<file path="src/rtl/ppx_pkg.sv">
`timescale 1ns/1ps
package ppx_pkg;
  typedef enum logic [2:0] {
    SEL_CFG   = 3'd0,
    SEL_XADDR = 3'd1,
    SEL_XSTEP = 3'd2,
    SEL_XCNT  = 3'd3,
    SEL_MADDR = 3'd4,
    SEL_MSTEP = 3'd5,
    SEL_BUF   = 3'd6
  } reg_sel_e;

  typedef enum logic [1:0] {S_IDLE, S_ALE, S_DATA} seq_e;

  localparam int CB_EN   = 0;
  localparam int CB_DMA  = 1;
  localparam int CB_XMIT = 2;
  localparam int CB_WAIT = 4;
endpackage

</file>
<file path="src/rtl/ppx_regs.sv">
`timescale 1ns/1ps
module ppx_regs import ppx_pkg::*; #(
  parameter int DW = 32,
  parameter int WW = 4,
  localparam int CW = WW + 4
) (
  input  logic          clk,
  input  logic          rst_n,
  input  logic          wr_en,
  input  reg_sel_e      sel,
  input  logic [DW-1:0] wdata,
  input  logic          commit,
  input  logic          dma_ack,
  output logic [CW-1:0] cfg_eff,
  output logic [DW-1:0] xaddr_q,
  output logic [DW-1:0] xstep_q,
  output logic [DW-1:0] xcnt_q,
  output logic [DW-1:0] maddr_q,
  output logic [DW-1:0] mstep_q,
  output logic          dma_act,
  output logic          en_fall,
  output logic          done_q
);
  logic [CW-1:0] cfg_stage;
  logic          en_prev;
  logic          cfg_wr, par_ok;

  function automatic logic [DW-1:0] step_index(input logic [DW-1:0] base,
                                               input logic [DW-1:0] stride);
    return base + stride;
  endfunction

  function automatic logic [CW-1:0] merge_cfg(input logic [CW-1:0] cur,
                                              input logic [CW-1:0] req,
                                              input logic locked);
    logic [CW-1:0] clean;
    clean = {req[CW-1:4], 1'b0, req[2:0]};
    return locked ? {cur[CW-1:2], clean[1:0]} : clean;
  endfunction

  assign cfg_wr  = wr_en && (sel == SEL_CFG);
  assign dma_act = cfg_eff[CB_EN] && cfg_eff[CB_DMA] && (xcnt_q != '0);
  assign par_ok  = !dma_act;
  assign en_fall = en_prev && !cfg_eff[CB_EN];

  always_ff @(posedge clk) begin
    if (!rst_n) begin
      cfg_stage <= '0;
      cfg_eff   <= '0;
      en_prev   <= 1'b0;
      xaddr_q   <= '0;
      xstep_q   <= '0;
      xcnt_q    <= '0;
      maddr_q   <= '0;
      mstep_q   <= '0;
      done_q    <= 1'b0;
    end else begin
      if (cfg_wr) cfg_stage <= merge_cfg(cfg_stage, wdata[CW-1:0], dma_act);
      cfg_eff <= cfg_stage;
      en_prev <= cfg_eff[CB_EN];
      if (commit) xaddr_q <= step_index(xaddr_q, xstep_q);
      else if (wr_en && sel == SEL_XADDR && par_ok) xaddr_q <= wdata;
      if (wr_en && sel == SEL_XSTEP && par_ok) xstep_q <= wdata;
      if (commit && cfg_eff[CB_DMA] && xcnt_q != '0) xcnt_q <= xcnt_q - 1'b1;
      else if (wr_en && sel == SEL_XCNT && par_ok) xcnt_q <= wdata;
      if (dma_ack) maddr_q <= step_index(maddr_q, mstep_q);
      else if (wr_en && sel == SEL_MADDR && par_ok) maddr_q <= wdata;
      if (wr_en && sel == SEL_MSTEP && par_ok) mstep_q <= wdata;
      done_q <= commit && cfg_eff[CB_DMA] && (xcnt_q == {{(DW-1){1'b0}}, 1'b1});
    end
  end

  a_r2_cfg_delay: assert property (@(posedge clk) disable iff (!rst_n)
    (cfg_eff != $past(cfg_eff)) |-> $past(cfg_wr, 2));
  a_r12_params_frozen: assert property (@(posedge clk) disable iff (!rst_n)
    dma_act |=> ($stable(xstep_q) && $stable(mstep_q)));
  a_r11_done_single: assert property (@(posedge clk) disable iff (!rst_n)
    done_q |=> !done_q);
  a_r11_done_at_zero: assert property (@(posedge clk) disable iff (!rst_n)
    done_q |-> (xcnt_q == '0));
endmodule

</file>
<file path="src/rtl/ppx_bufs.sv">
`timescale 1ns/1ps
module ppx_bufs #(
  parameter int DW = 32
) (
  input  logic          clk,
  input  logic          rst_n,
  input  logic          core_wr,
  input  logic          core_rd,
  input  logic [DW-1:0] wdata,
  input  logic          en,
  input  logic          dma_mode,
  input  logic          xmit,
  input  logic          dma_act,
  input  logic          en_fall,
  input  logic          seq_idle,
  input  logic          cnt_nz,
  input  logic          commit,
  input  logic          op_wr,
  input  logic [DW-1:0] bus_din,
  input  logic          dma_ack,
  input  logic [DW-1:0] dma_wdata,
  output logic [DW-1:0] tx_buf,
  output logic          tx_full_q,
  output logic [DW-1:0] rx_buf,
  output logic          rx_full_q,
  output logic          dma_req
);
  logic dma_req_tx, dma_req_rx;

  assign dma_req_tx = en && dma_mode && xmit && !tx_full_q && cnt_nz && seq_idle;
  assign dma_req_rx = en && dma_mode && !xmit && rx_full_q;
  assign dma_req    = dma_req_tx || dma_req_rx;

  always_ff @(posedge clk) begin
    if (!rst_n) begin
      tx_buf    <= '0;
      tx_full_q <= 1'b0;
      rx_buf    <= '0;
      rx_full_q <= 1'b0;
    end else if (en_fall) begin
      tx_full_q <= 1'b0;
      rx_full_q <= 1'b0;
    end else begin
      if (commit && op_wr) tx_full_q <= 1'b0;
      else if (dma_req_tx && dma_ack) begin
        tx_buf    <= dma_wdata;
        tx_full_q <= 1'b1;
      end else if (core_wr && !dma_act) begin
        tx_buf    <= wdata;
        tx_full_q <= 1'b1;
      end
      if (commit && !op_wr) begin
        rx_buf    <= bus_din;
        rx_full_q <= 1'b1;
      end else if (dma_req_rx && dma_ack) rx_full_q <= 1'b0;
      else if (core_rd && !dma_act) rx_full_q <= 1'b0;
    end
  end

  a_r9_disable_empties: assert property (@(posedge clk) disable iff (!rst_n)
    en_fall |=> (!tx_full_q && !rx_full_q));
  a_r13_dma_read_keeps: assert property (@(posedge clk) disable iff (!rst_n)
    (core_rd && dma_act && rx_full_q && !(dma_req_rx && dma_ack)) |=> rx_full_q);
endmodule

</file>
<file path="src/rtl/ppx_seq.sv">
`timescale 1ns/1ps
module ppx_seq import ppx_pkg::*; #(
  parameter int DW = 32,
  parameter int WW = 4
) (
  input  logic          clk,
  input  logic          rst_n,
  input  logic          en,
  input  logic          dma_mode,
  input  logic          xmit,
  input  logic [WW-1:0] wait_cfg,
  input  logic          cnt_nz,
  input  logic          tx_full,
  input  logic          rx_full,
  input  logic [DW-1:0] xaddr,
  input  logic [DW-1:0] tx_buf,
  output logic          ale,
  output logic          rd_stb,
  output logic          wr_stb,
  output logic [DW-1:0] bus_ad,
  output logic          busy,
  output logic          commit,
  output logic          op_wr,
  output logic          seq_idle
);
  seq_e          state_q;
  logic [WW-1:0] cnt_q;
  logic          start, data_last;

  assign start     = en && (!dma_mode || cnt_nz) && (xmit ? tx_full : !rx_full);
  assign data_last = (state_q == S_DATA) && (cnt_q == '0);
  assign commit    = data_last && en;
  assign ale       = (state_q == S_ALE);
  assign rd_stb    = (state_q == S_DATA) && !op_wr;
  assign wr_stb    = (state_q == S_DATA) && op_wr;
  assign busy      = (state_q != S_IDLE);
  assign seq_idle  = (state_q == S_IDLE);
  assign bus_ad    = ale ? xaddr : (wr_stb ? tx_buf : '0);

  always_ff @(posedge clk) begin
    if (!rst_n) begin
      state_q <= S_IDLE;
      cnt_q   <= '0;
      op_wr   <= 1'b0;
    end else begin
      unique case (state_q)
        S_IDLE: if (start) begin
          state_q <= S_ALE;
          op_wr   <= xmit;
        end
        S_ALE: if (en) begin
          state_q <= S_DATA;
          cnt_q   <= wait_cfg;
        end else state_q <= S_IDLE;
        S_DATA: if (cnt_q == '0) state_q <= S_IDLE;
                else cnt_q <= cnt_q - 1'b1;
        default: state_q <= S_IDLE;
      endcase
    end
  end

  a_r3_ale_single: assert property (@(posedge clk) disable iff (!rst_n)
    ale |=> !ale);
  a_r3_strobe_after_latch: assert property (@(posedge clk) disable iff (!rst_n)
    $rose(rd_stb || wr_stb) |-> $past(ale));
  a_r8_no_start_when_off: assert property (@(posedge clk) disable iff (!rst_n)
    (seq_idle && !en) |=> !ale);
endmodule

</file>
<file path="src/rtl/ppx_ctrl.sv">
`timescale 1ns/1ps
module ppx_ctrl import ppx_pkg::*; #(
  parameter int DW = 32,
  parameter int WW = 4
) (
  input  logic          clk,
  input  logic          rst_n,
  input  logic          reg_wr,
  input  logic          reg_rd,
  input  logic [2:0]    reg_sel,
  input  logic [DW-1:0] reg_wdata,
  output logic [DW-1:0] reg_rdata,
  output logic          tx_full,
  output logic          rx_full,
  output logic          busy,
  output logic          done,
  output logic [DW-1:0] bus_ad,
  input  logic [DW-1:0] bus_din,
  output logic          bus_ale,
  output logic          bus_rd,
  output logic          bus_wr,
  output logic          dma_req,
  input  logic          dma_ack,
  output logic [DW-1:0] dma_addr,
  input  logic [DW-1:0] dma_wdata,
  output logic [DW-1:0] dma_rdata
);
  localparam int CW = WW + 4;

  reg_sel_e      sel;
  logic [CW-1:0] cfg_eff;
  logic [DW-1:0] xaddr, xstep, xcnt, maddr, mstep, tx_buf, rx_buf;
  logic          dma_act, en_fall, commit, op_wr, seq_idle, cnt_nz;
  logic          core_wr, core_rd;

  assign sel     = reg_sel_e'(reg_sel);
  assign cnt_nz  = (xcnt != '0);
  assign core_wr = reg_wr && (sel == SEL_BUF);
  assign core_rd = reg_rd && (sel == SEL_BUF);

  ppx_regs #(.DW(DW), .WW(WW)) u_regs (
    .clk(clk), .rst_n(rst_n), .wr_en(reg_wr), .sel(sel), .wdata(reg_wdata),
    .commit(commit), .dma_ack(dma_ack), .cfg_eff(cfg_eff), .xaddr_q(xaddr),
    .xstep_q(xstep), .xcnt_q(xcnt), .maddr_q(maddr), .mstep_q(mstep),
    .dma_act(dma_act), .en_fall(en_fall), .done_q(done)
  );

  ppx_seq #(.DW(DW), .WW(WW)) u_seq (
    .clk(clk), .rst_n(rst_n), .en(cfg_eff[CB_EN]), .dma_mode(cfg_eff[CB_DMA]),
    .xmit(cfg_eff[CB_XMIT]), .wait_cfg(cfg_eff[CW-1:CB_WAIT]), .cnt_nz(cnt_nz),
    .tx_full(tx_full), .rx_full(rx_full), .xaddr(xaddr), .tx_buf(tx_buf),
    .ale(bus_ale), .rd_stb(bus_rd), .wr_stb(bus_wr), .bus_ad(bus_ad),
    .busy(busy), .commit(commit), .op_wr(op_wr), .seq_idle(seq_idle)
  );

  ppx_bufs #(.DW(DW)) u_bufs (
    .clk(clk), .rst_n(rst_n), .core_wr(core_wr), .core_rd(core_rd),
    .wdata(reg_wdata), .en(cfg_eff[CB_EN]), .dma_mode(cfg_eff[CB_DMA]),
    .xmit(cfg_eff[CB_XMIT]), .dma_act(dma_act), .en_fall(en_fall),
    .seq_idle(seq_idle), .cnt_nz(cnt_nz), .commit(commit), .op_wr(op_wr),
    .bus_din(bus_din), .dma_ack(dma_ack), .dma_wdata(dma_wdata),
    .tx_buf(tx_buf), .tx_full_q(tx_full), .rx_buf(rx_buf),
    .rx_full_q(rx_full), .dma_req(dma_req)
  );

  assign dma_addr  = maddr;
  assign dma_rdata = rx_buf;

  always_comb begin
    unique case (sel)
      SEL_CFG:   reg_rdata = {{(DW-CW){1'b0}}, cfg_eff};
      SEL_XADDR: reg_rdata = xaddr;
      SEL_XSTEP: reg_rdata = xstep;
      SEL_XCNT:  reg_rdata = xcnt;
      SEL_MADDR: reg_rdata = maddr;
      SEL_MSTEP: reg_rdata = mstep;
      SEL_BUF:   reg_rdata = rx_buf;
      default:   reg_rdata = '0;
    endcase
  end
endmodule

</file>
<file path="config.mk">
export PLATFORM = sky130hd
export DESIGN_NAME = ppx_ctrl
export DESIGN_NICKNAME = d
export VERILOG_FILES = /design/src/rtl/ppx_pkg.sv /design/src/rtl/ppx_regs.sv /design/src/rtl/ppx_bufs.sv /design/src/rtl/ppx_seq.sv /design/src/rtl/ppx_ctrl.sv
export SDC_FILE = /design/constraint.sdc
export NUM_CORES = 1
export LEC_CHECK = 0
export ABC_AREA = 1
export BUFFER_PORTS_ARGS = -buffer_cell sky130_fd_sc_hd__buf_2
export CORE_MARGIN = 2
export CORE_UTILIZATION = 50
export DETAILED_ROUTE_END_ITERATION = 16
export PLACE_DENSITY = 0.72
export SLEW_MARGIN = 20
export SYNTH_ARGS = -nofsm -noshare
export SYNTH_HDL_FRONTEND = slang
export SYNTH_SLANG_ARGS = --single-unit
</file>
<file path="constraint.sdc">
create_clock -name clk -period 2.8 [get_ports clk]
set_input_delay 0.14 -clock clk [delete_from_list [all_inputs] [get_ports clk]]
set_output_delay 0.14 -clock clk [all_outputs]
set_load 0.005 [all_outputs]
</file>
# --- Word-level counts from Yosys, hierarchy flattened ---
# Index checks and enable logic that the tools add are counted.
totals:
  register_bits: 249
  in_bits: 104
  out_inout_bits: 136
op_classes:
  addsub: 4
  n_reduce_logical: 65
  mux: 24
  bitwise_logic: 4
  eq_ne: 13
ops:
  columns: ["cell", "n"]
  rows:
  - ["32-bit 2-to-1 mux", 10]
  - ["32-bit case mux with 7 select lines", 1]
  - ["32-bit adder", 2]
  - ["1-bit logical AND", 37]
  - ["32-bit by 1-bit equality test with 1-bit output (second input constant)", 1]
  - ["32-bit nonzero test", 1]
  - ["32-bit by 1-bit subtractor with 32-bit output (second input constant)", 1]
  - ["2-bit nonzero test", 6]
  - ["3-bit equality test (second input constant)", 3]
  - ["4-bit 2-to-1 mux", 2]
  - ["2-bit inequality test (second input constant)", 4]
  - ["4-bit case mux with 2 select lines", 1]
  - ["2-bit AND reduction", 4]
  - ["1-bit zero test", 7]
  - ["3-bit by 2-bit equality test with 1-bit output (second input constant)", 2]
  - ["1-bit 2-to-1 mux", 6]
  - ["2-bit 2-to-1 mux", 3]
  - ["2-bit case mux with 3 select lines", 1]
  - ["3-bit AND reduction", 2]
  - ["4-bit zero test", 1]
  - ["1-bit inverter", 4]
  - ["4-bit by 1-bit subtractor with 4-bit output (second input constant)", 1]
  - ["3-bit by 1-bit equality test with 1-bit output (second input constant)", 1]
  - ["3-bit zero test", 1]
  - ["7 further kinds", 8]

# --- Longest topological paths before layout ---
# Gate-level depths: netlist (run 1).
logic_depth:
  word_depth: 8
  ltp_mapped: 14
  ltp_nobuf: 14

# --- Modules after synthesis ---
# A second synthesis (run 1) with hierarchy kept.
hier_totals:
  hier_cells: 3284
  area_unflattened_um2: 19321.0
by_module_without_submodules:
  columns: ["module", "instances", "seq_area_each_um2", "cells_each", "area_each_um2"]
  rows:
  - ["ppx_regs", 1, 3523.4, 2202, 12924.9]
  - ["ppx_bufs", 1, 1321.3, 476, 3086.7]
  - ["ppx_ctrl", 1, 0.0, 498, 2507.4]
  - ["ppx_seq", 1, 140.1, 108, 802.0]

# --- Least setup slack after synthesis (run 1) ---
# No wires, ideal clock.
synth_path:
  path_kind: "reg-to-reg"
  from: "reg u_regs.xstep_q[0]"
  to: "reg u_regs.xaddr_q[30]"
  arrival_time_ns: 1.831
  path_buffers: 0
  period_less_slack_ns: 1.963
  setup_slack_ns: 0.837
  stages_incl_launch_ff: 15
  cell_sequence: "dfxtp_1 -> ha_1 -> fa_1 -> nand3_1 -> nand3_1 -> nand2_1 -> nand2_1 -> nand2_1 -> nand2_1 -> nand2_1 -> nand2_1 -> nand2_1 -> nand3_1 -> nand2_1 -> a21oi_1"
synth_between:
  elab_chain_cells: 2
synth_rtl:
  columns: ["element", "line_no", "source"]
  rows:
  - ["start, declared", "ppx_regs.sv:16", "output logic [DW-1:0] xstep_q,"]
  - ["start signal, assigned", "ppx_regs.sv:63", "if (wr_en && sel == SEL_XSTEP && par_ok) xstep_q <= wdata;"]
  - ["32-bit adder", "ppx_regs.sv:30", "return base + stride;"]
  - ["32-bit 2-to-1 mux", "ppx_regs.sv:61", "if (commit) xaddr_q <= step_index(xaddr_q, xstep_q);"]
  - ["end signal, assigned", "ppx_regs.sv:61", null]
  - ["end signal, assigned", "ppx_regs.sv:62", "else if (wr_en && sel == SEL_XADDR && par_ok) xaddr_q <= wdata;"]
  - ["end, declared", "ppx_regs.sv:15", "output logic [DW-1:0] xaddr_q,"]
# Every way passes these cells.
# A chain may end at the register's enable or synchronous reset.

# --- Worst setup path in the final report (run 1) ---
layout_path:
  from: "reg u_seq.state_q[1]"
  to: "out bus_ad[13]"
layout_between:
  elab_chain_cells: 4
  word_cells_on_any_way: 5
  classes_between: "eq/ne: 2; mux: 2; reduce/logical: 1"
layout_rtl:
  columns: ["element", "line_no", "source"]
  rows:
  - ["start, declared", "ppx_seq.sv:26", "seq_e state_q;"]
  - ["start signal, assigned", "ppx_seq.sv:42", "state_q <= S_IDLE;"]
  - ["start signal, assigned", "ppx_seq.sv:48", "state_q <= S_ALE;"]
  - ["start signal, assigned", "ppx_seq.sv:52", "state_q <= S_DATA;"]
  - ["2-bit equality test", "ppx_seq.sv:35", "assign wr_stb = (state_q == S_DATA) && op_wr;"]
  - ["1-bit logical AND", "ppx_seq.sv:35", null]
  - ["32-bit 2-to-1 mux", "ppx_seq.sv:38", "assign bus_ad = ale ? xaddr : (wr_stb ? tx_buf : '0);"]
  - ["32-bit 2-to-1 mux (*)", "ppx_seq.sv:38", null]
  - ["end, declared", "ppx_ctrl.sv:17", "output logic [DW-1:0] bus_ad,"]
# Every way passes the cells marked *; elsewhere a longest branch is shown, timed or not.

==> reports/qor.csv, run 1 <==
stage,metric,value,unit
placed_design,port bufs,239,
sta,FMAX,365,MHz
clock_tree,root buffer cell,clkbuf_16,
global_route,first-pass GRT wire length,109000,um
route,drt drc,0,
floorplan,CORE AREA,34300,um2
status,status,"finished, final reports clean",
yosys,"Primary FF master, synth",dfxtp_1,
global_route,M1 GR Usage,0.482,
setup_path,critical path class,flip-flop to primary output,
sta,post-route minimum period,2.74,ns
yosys,synth warn,0,
sta,Final Hold Viols,0,
yosys,Synth Register Bits,249,
yosys,commonest cells in the netlist,"nand2_1 (794), inv_1 (439), nor2_1 (330), dfxtp_1 (249), nand3_1 (201)",
yosys,syn_nets,3036,
yosys,Syn Area/Cell,6.02,um2
yosys,Post-Syn Instances,2864,
sta,Final Skew,0.0318,ns
global_route,pin count of the biggest net entering global routing,78,
floorplan,Initial Util,0.503,
power_and_ir_drop,Power Density,439,nW/um2
yosys,register area share after synthesis,0.289,
sta,period utilization,0.978,
global_route,antenna violations before repair,1,
route,Vias/cell,5.64,
route,post-DR wirelength/cell,20.1,um
route,initial drt markers,2048,
global_route,Overflow after GRT,0,
route,WL final,73300,um
floorplan,row count,68,
global_route,vias in the first global route,19300,
clock_tree,later-pin clock latency in the skew report,0.59,ns
power_and_ir_drop,Pleak,0.0108,uW
route,routed vias,20600,
sta,Slew HR,0.469,
sta,Hold Slack,0.00217,ns
sta,final setup fails,0,
global_route,layer with the highest usage,met2,
finish,fill cell count,3284,
global_route,met3 Usage GRT,0.0624,
yosys,mapped cell area,17300,um2
job,MaxCap Viol Count,0,
yosys,"top cells by area, synth","dfxtp_1 (29%), nand2_1 (17%), inv_1 (9.6%)",
floorplan,Die Footprint,36000,um2
sta,fin. max-slew vios,0,
setup_path,CP Launch Type,flip-flop,
floorplan,Die Span Y,190,um
yosys,"count leader, synth",nand2_1,
clock_tree,Clock Sinks,249,
yosys,Synth area leader,dfxtp_1,
route,Post-DRT Antenna Nets,0,
setup_path,CP required,2.66,ns
clock_tree,CTS tree,yes,
placed_design,Placer Congestion,0.977,
clock_tree,clock tree buffer depth,3,
setup_path,Worst Path Arrival,2.60,ns
yosys,async set-reset flop share out of synthesis,0,
setup_path,CP Max Fanout,7,
setup_path,CP Capture Type,primary output,
global_route,grt met2 use,0.644,
clock_tree,CTS buffer count,30,
sta,worst-margin pin slew,0.796,ns
yosys,Yosys top cell area share,0.289,
route,drt pass-1 iters,6,
yosys,Yosys cell types,51,
finish,final layout net count,3347,
power_and_ir_drop,VDD IR-drop max,493,uV
finish,final core occ,0.618,
global_route,Tot GR Track Use,0.392,
clock_tree,H-tree Lvls,1,
clock_tree,"Reg clk slew, reported paths",0.06,ns
finish,share of layout cells above drive strength 1,0.123,
floorplan,Die W,190,um
floorplan,io pins,240,
placed_design,DP HPWL,54100,um
yosys,number of synthesized flops with an enable pin,0,
finish,Synth-to-Final Area Change,22.8,%
min_path,HP Class,primary input to flip-flop,
## where the power goes
part	internal, uW	switching, uW	total, uW
logic	511	894	1400
clock network	2460	1670	4130
registers	3650	124	3770
## cells in the final DEF (no fill, tap or decap), types with 6 or more instances in the layout
cell | synthesis | routed
nand2_1 | 794 | 794
inv_1 | 439 | 437
nor2_1 | 330 | 326
dfxtp_1 | 249 | 249
buf_2 | 30 | 238
nand3_1 | 201 | 201
a21oi_1 | 164 | 164
o21ai_0 | 143 | 143
dlygate4sd3_1 | 0 | 115
o21ai_1 | 70 | 70
ha_1 | 66 | 65
a31oi_1 | 38 | 38
buf_4 | 6 | 34
a221oi_1 | 33 | 33
clkbuf_16 | 0 | 33
o22ai_1 | 32 | 31
xor2_1 | 25 | 25
nand4_1 | 22 | 22
o2111ai_1 | 18 | 18
or2_2 | 14 | 14
inv_2 | 12 | 13
a211oi_1 | 13 | 13
o221ai_1 | 11 | 11
nor3_1 | 13 | 11
clkbuf_8 | 0 | 10
nand2_2 | 8 | 8
buf_12 | 0 | 7
nor2_4 | 4 | 6
nand3b_1 | 6 | 6
## logic make-up after synthesis
family | after synthesis | synth area share
DFF | 249 | 0.289
buffers and inverters | 571 | 0.129
xor gates and xnor gates | 29 | 0.0147
adders and majority gates | 68 | 0.0502
and+or+nand+nor | 1411 | 0.339
AOI/OAI and AO/OA | 536 | 0.178
## area by class of cell
class	count	area [um2]	share of cell area
antenna	1	2.50	0.000118
clock buffer	45	928	0.0438
clock inverter	10	108	0.00508
inverter	453	1700	0.0805
multi-input combinational	2044	10100	0.476
sequential	249	4980	0.235
tap	455	569	0.0269
timing repair buffer	396	2790	0.132
timing repair inverter	1	7.51	0.000354
## flip-flops by register name, summed over array words and instances (netlist names)
signal / cells
u_regs.cfg_eff: 7
u_regs.xstep_q: 32
u_bufs.rx_full_q: 1
u_regs.done_q: 1
u_bufs.rx_buf: 32
u_regs.mstep_q: 32
u_seq.state_q: 2
u_regs.xcnt_q: 32
u_bufs.tx_buf: 32
u_seq.op_wr: 1
u_regs.cfg_stage: 7
u_seq.cnt_q: 4
u_regs.en_prev: 1
u_regs.xaddr_q: 32
u_bufs.tx_full_q: 1
u_regs.maddr_q: 32
## per-stage QoR
step                cells  setup TNS [ns]  instance area (um2)  power [uW]  setup slack [ns]
global route         3654        -0.00443                21200        9570          -0.00443
detailed placement   3478               0                18900        5090             0.257
CTS                  3648               0                21100        9250            0.0178
floorplan            2864               0                17300        4570             0.837
finish               3654               0                21200        9300            0.0605
global placement     3478               0                18900        5080             0.345
## path summary, 6_finish.rpt
path	from	endpoint	slack [ns]	depth (start not counted)
worst max-delay path	u_seq.state_q[1]$_SDFFE_PN0P_	bus_ad[13]	0.06	9
worst min-delay path	dma_wdata[15]	u_bufs.tx_buf[15]$_SDFFE_PN0P_	0.002	5
worst max register to register	u_regs.xcnt_q[0]$_SDFFE_PN0P_	u_bufs.tx_buf[7]$_SDFFE_PN0P_	0.19	14
worst min register to register	u_regs.cfg_stage[7]$_SDFFE_PN0P_	u_regs.cfg_eff[7]$_SDFF_PN0_	0.42	2
## routing by layer
| metal | part of all wire | wire length, um | vias up |
|---|---|---|---|
| met5 | 0 | 0 | - |
| met4 | 0.073 | 5320 | 0 |
| met3 | 0.085 | 6260 | 273 |
| met2 | 0.44 | 32500 | 1107 |
| met1 | 0.40 | 29300 | 9369 |
| li1 | - | - | 9861 |
## repair_timing
action,in CTS,in global routing
gates resized for setup,1,9
gates cloned,0,3
hold buffers,115,0
endpoints found under the hold margin,149,0
endpoints found under the setup margin,1,24
buffers inserted,0,2
## worst max-delay path, cell delays in order, from the launching register on
cell and delay [ns]:
dfxtp_1 0.34, inv_2 0.05, nor2_2 0.25, inv_1 0.23, nor2_4 0.23, clkinvlp_4 0.11, buf_4 0.20, buf_12 0.15
o22ai_1 0.25, buf_2 0.19
Note: power is estimated with default switching activity, not from simulation.
==> inputs of run 2 (changes only) <==
RECOVER_POWER = 25   (was unset)
==> reports/qor.csv, run 2 (same netlist as run 1, synthesis figures left out) <==
stage,metric,value,unit,change
sta,final setup fails,0,,unchanged
global_route,vias in the first global route,19300,,unchanged
setup_path,CP Capture Type,primary output,,
global_route,antenna violations before repair,1,,unchanged
clock_tree,CTS tree,yes,,
power_and_ir_drop,VDD IR-drop max,496,uV,+0.57%
clock_tree,root buffer cell,clkbuf_16,,
finish,"commonest non-fill, non-tap cell in the layout",nand2_1,,
sta,Hold Slack,0.00457,ns,+0.00240 ns
placed_design,Placer Congestion,0.977,,unchanged
floorplan,io pins,240,,unchanged
sta,Final Hold Viols,0,,unchanged
route,routed vias,20500,,-0.34%
sta,Final Skew,0.0290,ns,-0.00284 ns
finish,fill cell count,3308,,+0.73%
finish,Synth-to-Final Area Change,22.4,%,
clock_tree,CTS buffer count,30,,unchanged
setup_path,"delay-heaviest family, CP",buffers and inverters,,
clock_tree,"Reg clk slew, reported paths",0.06,ns,about the same
setup_path,critical path's largest stage delay,0.33,ns,about the same
sta,Sum Neg Setup Slack,0,ns,unchanged
finish,share of layout cells above drive strength 1,0.111,,-0.0116
sta,fin. max-slew vios,0,,unchanged
floorplan,Die Footprint,36000,um2,unchanged
floorplan,row count,68,,unchanged
setup_path,critical path class,flip-flop to primary output,,
status,status,"finished, final reports clean",,
sta,worst-margin pin slew,1.26,ns,+0.466 ns
route,drt drc,0,,unchanged
route,WL final,73100,um,-0.25%
setup_path,CP cell instances,inv_1 -> nor2_2 -> inv_1 -> nor2_4 -> clkinvlp_4 -> buf_4 -> buf_12 -> o22ai_1 -> buf_2,,
power_and_ir_drop,Power Density,440,nW/um2,+0.22%
sta,Slew HR,0.159,,-0.310
global_route,first-pass GRT wire length,109000,um,unchanged
global_route,Tot GR Track Use,0.392,,unchanged
clock_tree,clock tree buffer depth,3,,unchanged
sta,post-route minimum period,2.73,ns,-0.00971 ns
route,post-DR wirelength/cell,20.0,um,-0.27%
sta,FMAX,366,MHz,+0.36%
setup_path,CP Max Fanout,7,,unchanged
setup_path,worst path buffer plus inverter count,6,,unchanged
finish,"commonest non-fill, non-tap cells in the layout","nand2_1 (794), inv_1 (438), nor2_1 (327)",,
power_and_ir_drop,Pleak,0.0107,uW,-1.4%
global_route,pin count of the biggest net entering global routing,78,,unchanged
floorplan,Initial Util,0.503,,unchanged
setup_path,Worst Path Arrival,2.59,ns,about the same
floorplan,Die Span Y,190,um,unchanged
job,MaxCap Viol Count,0,,unchanged
placed_design,port bufs,239,,unchanged
route,initial drt markers,2095,,+2.3%
setup_path,CP Launch Type,flip-flop,,
floorplan,Die W,190,um,unchanged
clock_tree,H-tree Lvls,1,,unchanged
placed_design,DP HPWL,54100,um,unchanged
clock_tree,Clock Sinks,249,,unchanged
floorplan,CORE AREA,34300,um2,unchanged
sta,period utilization,0.975,,-0.00347
setup_path,CP required,2.66,ns,about the same
min_path,HP Class,primary input to flip-flop,,
route,Vias/cell,5.62,,-0.37%
global_route,Overflow after GRT,0,,unchanged
route,Post-DRT Antenna Nets,0,,unchanged
route,drt pass-1 iters,6,,unchanged
setup_path,Critical Path Most Common Cell,inv_1,,
finish,final layout net count,3347,,unchanged
setup_path,slowest cell on the critical path,dfxtp_1,,
clock_tree,later-pin clock latency in the skew report,0.59,ns,about the same
-- run 2: path summary, 6_finish.rpt --
path	startpoint	slack (ns)	depth (start not counted)	end
max	u_seq.state_q[1]$_SDFFE_PN0P_	0.07	9	bus_ad[13]
max reg2reg	u_regs.xcnt_q[0]$_SDFFE_PN0P_	0.19	14	u_bufs.tx_buf[7]$_SDFFE_PN0P_
min reg2reg	u_regs.cfg_stage[7]$_SDFFE_PN0P_	0.42	2	u_regs.cfg_eff[7]$_SDFF_PN0_
min	dma_wdata[15]	0.005	5	u_bufs.tx_buf[15]$_SDFFE_PN0P_
-- run 2: metrics by stage --
step	util	total power [uW]	instance area, um2	instances	setup slack [ns]
floorplan	-	4570	17300	2864	0.837
global placement	0.550	5080	18900	3478	0.345
detailed placement	0.550	5090	18900	3478	0.257
CTS	0.614	9250	21100	3648	0.0178
global route	0.616	9570	21100	3654	-0.0131
finish	0.616	9300	21100	3655	0.0702
-- run 2: final cells by class --
| cell class | count | area [um2] | share of cell area |
|---|---|---|---|
| repair buffers | 396 | 2720 | 0.129 |
| multi-input cells | 2044 | 10100 | 0.478 |
| diodes | 2 | 5.00 | 0.000237 |
| inverters | 453 | 1700 | 0.0807 |
| clock buffers | 45 | 928 | 0.0440 |
| repair inverters | 1 | 7.51 | 0.000356 |
| well taps | 455 | 569 | 0.0270 |
| flip-flops and latches | 249 | 4980 | 0.236 |
| clock inverters | 10 | 108 | 0.00510 |
-- run 2: power by group --
group	total [uW]	leakage [uW]	switching (uW)	internal, uW
registers	3770	0.00202	124	3650
logic	1400	0.00816	893	505
clock network	4120	0.000507	1670	2460
total	9300	0.0107	2690	6610
-- run 2: metal layers --
layer,up-vias,routed length (um),track usage
li1,9861,-,-
met1,9269,29200,0.482
met2,1120,32400,0.644
met3,290,6160,0.0624
met4,0,5380,0.243
met5,-,0,0
-- run 2: what timing repair did --
action,in CTS,in global routing
hold buffers,115,0
setup endpoints to repair,1,24
gates resized for setup,1,9
hold endpoints to repair,149,0
gates cloned,0,3
buffers inserted,0,2
-- run 2: worst min-delay path, stage by stage --
cell	delay (ns)
buf_2	0.10
inv_1	0.07
o21ai_0	0.10
nor2_1	0.10
nor2_1	0.05
==> inputs of run 3 (changes only) <==
CORE_UTILIZATION = 45   (was 50)
PLACE_DENSITY = 0.66   (was 0.72)
==> reports/qor.csv, run 3 (same netlist as run 1, synthesis figures left out) <==
stage,metric,value,unit,change
status,status,"finished, final reports clean",,
min_path,hold path cells,5,,unchanged
power_and_ir_drop,VDD IR-drop max,495,uV,-0.24%
setup_path,critical path class,flip-flop to flip-flop,,
sta,RSZ-0062 raised after global routing,false,,
sta,final setup fails,0,,unchanged
sta,Hold Slack,0.0132,ns,+0.00861 ns
setup_path,CP Max Fanout,22,,+15
floorplan,io pins,240,,unchanged
sta,period utilization,0.960,,-0.0151
power_and_ir_drop,Net Switching,2690,uW,+0.18%
clock_tree,root buffer cell,clkbuf_16,,
global_route,Overflow after GRT,0,,unchanged
global_route,pin count of the biggest net entering global routing,87,,+12%
placed_design,DP HPWL,55900,um,+3.2%
setup_path,R2R Path Start,u_regs.xcnt_q[22]$_SDFFE_PN0P_,,
clock_tree,later-pin clock latency in the skew report,0.59,ns,about the same
clock_tree,H-tree Lvls,1,,unchanged
global_route,antenna violations before repair,1,,unchanged
route,drt pass-1 iters,6,,unchanged
power_and_ir_drop,Comb pwr share,0.147,,-0.003
placed_design,Placer Congestion,0.968,,-0.88%
floorplan,Die W,200,um,+5.3%
setup_path,Crit. Startpoint,u_regs.xcnt_q[22]$_SDFFE_PN0P_,,
global_route,Tot GR Track Use,0.360,,-0.0318
floorplan,Initial Util,0.457,,-0.0462
clock_tree,CTS buffer count,30,,unchanged
job,MaxCap Viol Count,0,,unchanged
sta,FMAX,372,MHz,+1.6%
finish,final core occ,0.559,,-0.0567
setup_path,CP required,3.33,ns,+0.67 ns
floorplan,CORE AREA,37800,um2,+10%
global_route,vias in the first global route,18900,,-2.1%
clock_tree,clock tree buffer depth,3,,unchanged
sta,Final Skew,0.0153,ns,-0.0137 ns
finish,Synth-to-Final Area Change,22.4,%,about the same
sta,worst-margin pin slew,1.00,ns,-0.260 ns
power_and_ir_drop,Clock power frac,0.452,,+0.008
route,WL final,73700,um,+0.80%
route,Post-DRT Antenna Nets,0,,unchanged
min_path,HP Class,primary input to flip-flop,,
finish,ANT cells,0,,-2
setup_path,CP Capture Type,flip-flop,,
min_path,HP Start,dma_wdata[16],,
route,routed vias,20500,,-0.39%
floorplan,Die Footprint,39900,um2,+11%
power_and_ir_drop,switching share of power,0.286,,-0.00307
setup_path,Worst Path Arrival,3.22,ns,+0.63 ns
setup_path,Reg2Reg Depth,13,,-1
route,initial drt markers,1716,,-18%
clock_tree,Clock Sinks,249,,unchanged
sta,Final Hold Viols,0,,unchanged
route,Vias/cell,5.53,,-1.7%
route,post-DR wirelength/cell,19.9,um,-0.48%
finish,"commonest non-fill, non-tap cell in the layout",nand2_1,,
sta,fin. max-slew vios,0,,unchanged
finish,"commonest non-fill, non-tap cells in the layout","nand2_1 (794), inv_1 (437), nor2_1 (328)",,
placed_design,port bufs,239,,unchanged
power_and_ir_drop,Pleak,0.0106,uW,-0.42%
power_and_ir_drop,Int Pwr,6720,uW,+1.7%
floorplan,row count,71,,+4.4%
sta,Sum Neg Setup Slack,0,ns,unchanged
power_and_ir_drop,overall power,9410,uW,+1.3%
sta,post-route minimum period,2.69,ns,-0.0423 ns
finish,final layout net count,3341,,-0.18%
clock_tree,CTS tree,yes,,
route,drt drc,0,,unchanged
finish,share of layout cells above drive strength 1,0.112,,+0.000244
power_and_ir_drop,Power Density,446,nW/um2,+1.3%
global_route,first-pass GRT wire length,109000,um,about the same
power_and_ir_drop,Flop pwr share,0.401,,-0.005
sta,Slew HR,0.332,,+0.173
clock_tree,"Reg clk slew, reported paths",0.06,ns,about the same
floorplan,Die Span Y,200,um,+5.3%
setup_path,CP Launch Type,flip-flop,,
## run 3: cell count changes in the layout (fill, tap and decap cells not counted), sizes merged
cell and change:
buf +8, bufinv +4, clkbuf -15, clkinv +5, clkinvlp -1, diode -2
dlygate4sd3 -8
## run 3: final cells by class
class / instances / area (um2)
Fill cell: 3784 / 16600
Multi-Input combinational cell: 2044 / 10100
Sequential cell: 249 / 4980
Timing Repair Buffer: 390 / 2650
Inverter: 453 / 1700
Clock buffer: 36 / 793
Tap cell: 511 / 639
Clock inverter: 18 / 264
Timing Repair inverter: 1 / 7.51
## run 3: per-stage QoR
| step | setup WS, ns | instance area (um2) | cells |
|---|---|---|---|
| 2_1_floorplan | 0.837 | 17300 | 2864 |
| 3_3_place_gp | 0.468 | 19000 | 3536 |
| 3_5_place_dp | 0.369 | 19000 | 3536 |
| 4_1_cts | -0.0581 | 21100 | 3697 |
| 5_1_grt | 0.00375 | 21100 | 3702 |
| 6_report | 0.112 | 21100 | 3702 |
## run 3: layer usage
metal  routed length (um)  GRT usage  up-vias
met5                    0          0        -
met2                33000      0.597     1055
met3                 6090     0.0474      227
li1                     -          -     9843
met1                30100      0.454     9335
met4                 4520      0.198        0
## run 3: power groups by stage
stage	sequential [uW]	combinational, uW	clock, uW
floorplan	3790	774	0
global placement	3850	1230	0
detailed placement	3850	1240	0
CTS	3770	1350	4270
global route	3780	1510	4410
finish	3780	1390	4250
## run 3: repair_timing
item                       4_1_cts  5_1_grt
hold endpoints to repair       151        0
setup endpoints to repair        9       33
hold buffers                   107        0
cloned                           0        1
buffers inserted                 0        4
gates resized for setup          0        5
pin swaps                        0        1
## run 3: critical path, stage by stage (launching register included)
cell and delay (ns):
dfxtp_1 0.34, nor2_1 0.21, nand2_1 0.13, nor2_2 0.28
nand2_1 0.14, nor2_1 0.25, nor2_1 0.11, nand3_2 0.10
buf_4 0.24, nand2_1 0.07, o21ai_1 0.07, dlygate4sd3_1 0.56
nor2_1 0.04, nor2_1 0.10
## run 3: final timing paths
kind / end / slack [ns]
hold reg to reg: u_regs.cfg_eff[6]$_SDFF_PN0_ / 0.42
hold / removal: u_bufs.tx_buf[16]$_SDFFE_PN0P_ / 0.01
setup / recovery: u_bufs.tx_buf[1]$_SDFFE_PN0P_ / 0.11
setup reg to reg: u_bufs.tx_buf[1]$_SDFFE_PN0P_ / 0.11
